[src/rtl/local_irq_timer.sv]
module local_irq_timer #(
  parameter int CNT_W   = 32,
  parameter int NUM_LVT = 6
) (
  input  logic        clk,
  input  logic        rst_n,
  input  logic        wr_en,
  input  logic [3:0]  wr_sel,
  input  logic [31:0] wr_data,
  input  logic [3:0]  rd_sel,
  output logic [31:0] rd_data,
  output logic        irq_pulse,
  output logic [7:0]  irq_vector
);

  localparam logic [3:0]  SEL_CTRL  = 4'd6;
  localparam logic [3:0]  SEL_START = 4'd7;
  localparam logic [3:0]  SEL_CUR   = 4'd8;
  localparam logic [3:0]  SEL_DIV   = 4'd9;
  localparam int          MASK_BIT  = 16;
  localparam int          PER_BIT   = 17;
  localparam int          EN_BIT    = 8;
  localparam logic [31:0] MASK_ONE  = 32'h0001_0000;
  localparam logic [31:0] TMR_KEEP  = 32'h0003_10FF;
  localparam logic [31:0] LVT_KEEP  = 32'h0001_17FF;
  localparam logic [CNT_W-1:0] ONE  = CNT_W'(1);

  logic [NUM_LVT-1:0][31:0] lvt;
  logic [NUM_LVT-1:0]       mask_vec;
  logic [9:0]               ctrl;
  logic [3:0]               div_cfg;
  logic [CNT_W-1:0]         start_cnt, cur_cnt;
  logic                     running;
  logic [6:0]               presc;

  wire             sw_en     = ctrl[EN_BIT];
  wire [2:0]       div_log   = {div_cfg[3], div_cfg[1:0]} + 3'd1;
  wire [7:0]       div_last  = (8'd1 << div_log) - 8'd1;
  wire             start_wr  = wr_en && (wr_sel == SEL_START);
  wire             disabling = wr_en && (wr_sel == SEL_CTRL) && !wr_data[EN_BIT];
  wire             tick      = running && ({1'b0, presc} >= div_last);
  wire             expire    = tick && (cur_cnt == ONE) && !start_wr;
  wire [CNT_W-1:0] new_start = wr_data[CNT_W-1:0];

  always_ff @(posedge clk) begin
    if (!rst_n) begin
      for (int i = 0; i < NUM_LVT; i++) lvt[i] <= MASK_ONE;
    end else begin
      for (int i = 0; i < NUM_LVT; i++) begin
        if (disabling)
          lvt[i][MASK_BIT] <= 1'b1;
        else if (wr_en && wr_sel == 4'(i))
          lvt[i] <= (wr_data | (sw_en ? 32'h0 : MASK_ONE)) & ((i == 0) ? TMR_KEEP : LVT_KEEP);
      end
    end
  end

  always_comb
    for (int i = 0; i < NUM_LVT; i++) mask_vec[i] = lvt[i][MASK_BIT];

  always_ff @(posedge clk) begin
    if (!rst_n) begin
      ctrl    <= 10'h0FF;
      div_cfg <= 4'h0;
    end else if (wr_en) begin
      if (wr_sel == SEL_CTRL) ctrl    <= wr_data[9:0];
      if (wr_sel == SEL_DIV)  div_cfg <= wr_data[3:0];
    end
  end

  always_ff @(posedge clk) begin
    if (!rst_n) begin
      start_cnt <= '0;
      cur_cnt   <= '0;
      running   <= 1'b0;
      presc     <= '0;
    end else if (start_wr) begin
      start_cnt <= new_start;
      cur_cnt   <= new_start;
      running   <= (new_start != '0);
      presc     <= '0;
    end else if (tick) begin
      presc <= '0;
      if (cur_cnt == ONE) begin
        if (lvt[0][PER_BIT]) cur_cnt <= start_cnt;
        else begin
          cur_cnt <= '0;
          running <= 1'b0;
        end
      end else begin
        cur_cnt <= cur_cnt - ONE;
      end
    end else if (running) begin
      presc <= presc + 7'd1;
    end
  end

  always_ff @(posedge clk) begin
    if (!rst_n) begin
      irq_pulse  <= 1'b0;
      irq_vector <= 8'h00;
    end else begin
      irq_pulse <= expire && !lvt[0][MASK_BIT] && !disabling;
      if (expire) irq_vector <= lvt[0][7:0];
    end
  end

  always_comb begin
    rd_data = '0;
    for (int i = 0; i < NUM_LVT; i++)
      if (rd_sel == 4'(i)) rd_data = lvt[i];
    case (rd_sel)
      SEL_CTRL:  rd_data = 32'(ctrl);
      SEL_START: rd_data = 32'(start_cnt);
      SEL_CUR:   rd_data = 32'(cur_cnt);
      SEL_DIV:   rd_data = 32'(div_cfg);
      default:   ;
    endcase
  end

endmodule

[config.mk]
export PLATFORM = sky130hd
export DESIGN_NAME = local_irq_timer
export DESIGN_NICKNAME = d
export VERILOG_FILES = /design/src/rtl/local_irq_timer.sv
export SDC_FILE = /design/constraint.sdc
export NUM_CORES = 1
export LEC_CHECK = 0
export BUFFER_PORTS_ARGS = -buffer_cell sky130_fd_sc_hd__buf_4
export CAP_MARGIN = 20
export CORE_MARGIN = 5
export CORE_UTILIZATION = 40
export CTS_CLUSTER_DIAMETER = 60
export CTS_CLUSTER_SIZE = 40
export DETAILED_ROUTE_END_ITERATION = 10
export REMOVE_ABC_BUFFERS = 1
export SYNTH_ARGS = -nofsm -noshare
export SYNTH_HDL_FRONTEND = slang
export SYNTH_SLANG_ARGS = --single-unit
[constraint.sdc]
create_clock -name clk -period 8.98 [get_ports clk]
set_input_delay 1.796 -clock clk [delete_from_list [all_inputs] [get_ports clk]]
set_output_delay 1.796 -clock clk [all_outputs]
set_load 0.01 [all_outputs]
==> metrics.md <==
| Metric | Value |
|---|---|
| FF-to-FF End | `cur_cnt[19]` |
| Fraction of registers with async set/reset | `0%` |
| Fmax | `173 MHz` |
| Post-synthesis cell type count | `70` |
| Synth cell count leaders | `nand2_1, dfxtp_1, a21boi_0` |
| Worst-Skew Late Latency | `around 450 ps` |
| Fraction of layout cells with a size suffix above 1 | `13.3%` |
| Setup ws final | `3220 ps` |
| Sequential power share | `45.2%` |
| Die Y | `about 160 um` |
| Comb pwr share | `11.0%` |
| P&R area growth vs syn | `15.3%` |
| Slew Limit Fails | `0` |
| Clock Skews | `approximately 15 ps` |
| CTS Sinks | `171` |
| H-tree depth | `4` |
| Synthesized instance count | `1171` |
| Slew HR | `34.3%` |
| CTS Buf Count | `17` |
| Via count | `8699` |
| Total setup buffers inserted after CTS | `0` |
| Post-cts resize count | `0` |
| GRT overflow | `0` |
| Switching Share | `~29%` |
| GP Congestion | `0.851` |
| Reg clk slew, reported paths | `approximately 70 ps` |
| Reg2Reg Depth | `17` |
| Max IR drop VDD | `approximately 0.11 mV` |
| Vias in the first global route | `around 8100` |
| Synth top area share | `between 30% and 40%` |
| Biggest area consumer among synthesized cells | `dfxtp_1` |
| CTS root buffer | `clkbuf_16` |
| Core ar. | `22600 um^2` |
| Post-Syn Area | `between 9000 and 10000 um^2` |
| Post-synth EDFFs | `0` |
| TritonCTS clock tree | `built` |
| Worst Hold Depth | `2` |
| Half-perimeter wire length after placement | `roughly 19 mm` |
| Hold wc startpoint | `lvt[129]` |
| Hold_buf cts | `0` |
| Part of the Yosys area used for sequential elements | `37.1%` |
| Worst Path Required | `between 7000 and 8000 ps` |
| Top-Level Pins | `84` |
| First-pass GRT wire length | `45.8 mm` |
| Die ar. | `between 20000 and 30000 um^2` |
| Initial Utilization | `40.7%` |
| Crit Path Class | `in -> out` |
| Worst EP arrival | `between 3000 and 4000 ps` |
| Max cap viols | `0` |
| Worst-case clock buffer depth | `2` |
| DP Worst Slack | `3230 ps` |
| RSZ-0062 raised after global routing | `false` |
| Fin nets | `~1300` |
| Initial antenna violation count | `0` |
| Antenna-violating nets left | `0` |
| # diodes | `0` |
| #FFs+latches synth | `171` |
| Final Setup Violations | `0` |
| Crit path launch type | `primary input` |
| Buffers on Ports | `slightly above 80` |
| Hold Path Class | `reg -> reg` |
| Count leader, synth | `nand2_1` |
| Hold Fails Final Rpt | `0` |
| Synth area leaders | `dfxtp_1, nand2_1, a21boi_0` |
| Wire length per cell | `19.3 um` |
| Internal power | `0.00122 W` |
| Die width | `162 um` |
| Least-Margin Pin Slew | `slightly below 1000 ps` |
| DRT iter0 DRCs | `603` |
| Fill count | `2239` |
| Clock power share | `43.8%` |
| Reg2Reg Setup Slack | `4550 ps` |
| R2R Path Start | `div_cfg[1]` |
| DR pass1 iterations | `6` |
| Fin Setup TNS | `0 ps` |
| Crit Path Max Fanout | `37` |
| Warnings, synthesis | `0` |
| Outcome | `complete, no violations` |
| Syn Area/Cell | `7.87 um^2` |
| DRT Wirelength | `28.8 mm` |
| Hold slack | `464 ps` |
| Main synth FF type | `dfxtp_1` |
| DRC viols | `0` |
| CP Capture Type | `primary output` |
| Total GRT Usage | `a little over a fifth` |
| PwrDens | `162 nW/um^2` |
| Core Rows | `55` |
| Final min period | `roughly 5800 ps` |
| Tcrit/Tclk final | `between 60% and 70%` |
| Largest net degree at the start of global routing | `70` |
| Hold Path End | `lvt[129]` |
| Sw Pwr | `0.000502 W` |
| LEAKAGE | `slightly below 4 nW` |
| Via-per-instance ratio | `5.83` |
area by class of cell:
class	count	area (um^2)	area share, %
Inverter	15	56.3	0.530
Clock inverter	15	178	1.67
Clock buffer	17	425	4.00
Timing Repair Buffer	101	786	7.39
Sequential cell	171	3420	32.2
Tap cell	285	357	3.35
Multi-Input combinational cell	889	5400	50.8
routing by layer:
metal	part of all wire (%)	up-vias	global-route usage, %
li1	-	4254	-
met1	47	4172	29.7
met2	46	241	35.0
met3	5.5	32	3.96
met4	1.4	0	5.54
met5	0	-	0
through the flow:
step | instances | utilization [%] | cell area [um^2] | total power, W
2_1_floorplan | 1075 | - | 8850 | 0.000894
3_3_place_gp | 1458 | 44.1 | 9980 | 0.000980
3_5_place_dp | 1460 | 44.2 | 10000 | 0.000983
4_1_cts | 1492 | 46.9 | 10600 | 0.00173
5_1_grt | 1493 | 46.9 | 10600 | 0.00178
6_report | 1493 | 46.9 | 10600 | 0.00172
power by group through the flow:
stage | Combinational [W] | Clock [W] | Sequential, W
3_3_place_gp | 0.000185 | 0 | 0.000796
4_1_cts | 0.000188 | 0.000765 | 0.000778
6_report | 0.000189 | 0.000753 | 0.000778
3_5_place_dp | 0.000187 | 0 | 0.000796
5_1_grt | 0.000205 | 0.000798 | 0.000779
2_1_floorplan | 0.000102 | 0 | 0.000792
cell families after synthesis:
family / share of synthesized area [%]
flip-flops: 37.1
XOR/XNOR: 1.52
buffers and inverters: 4.63
multiplexers: 4.29
AO/OA/AOI/OAI: 25.8
adder cells (fa/ha/maj): 1.76
AND/OR/NAND/NOR: 24.9
flip-flops by register name, indices dropped and copies added, names as in the netlist:
signal and count:
cur_cnt 32, irq_vector 8, running 1, ctrl 10, div_cfg 4, presc 7, start_cnt 32, irq_pulse 1
lvt 76
cells in the final DEF, fill, tap and decap left out, drive strengths merged, types with 6 or more instances in the layout:
master / n
nor3: 17
clkinv: 9
a222oi: 8
and2: 8
or4: 6
nor2: 46
o31ai: 6
a22o: 26
mux2i: 26
nor2b: 23
or3: 14
o21ai: 41
o21a: 7
a21boi: 109
a31oi: 18
o211ai: 18
nand2: 247
xnor2: 8
a21oi: 59
nand4: 11
nor4: 18
a211o: 10
ha: 13
nand3: 71
xor2: 8
buf: 101
dfxtp: 171
clkbuf: 17
inv: 21
worst max-delay path by stage:
stage,from,endpoint,slack (ps),cells past startpoint
2_1_floorplan,rd_sel[2],rd_data[16],3750,5
3_3_place_gp,rd_sel[0],rd_data[10],2790,6
3_5_place_dp,rd_sel[0],rd_data[10],3230,7
4_1_cts,rd_sel[0],rd_data[16],3210,7
5_1_grt,rd_sel[0],rd_data[16],2990,7
6_report,rd_sel[0],rd_data[16],3220,7
worst max-delay path, cell delays in order:
cell and delay, ps:
buf_4 410, clkinv_1 380, nor3b_1 570, buf_4 250
a222oi_1 100, a31oi_1 270, buf_4 170
Note: power is estimated with default switching activity, not from simulation.
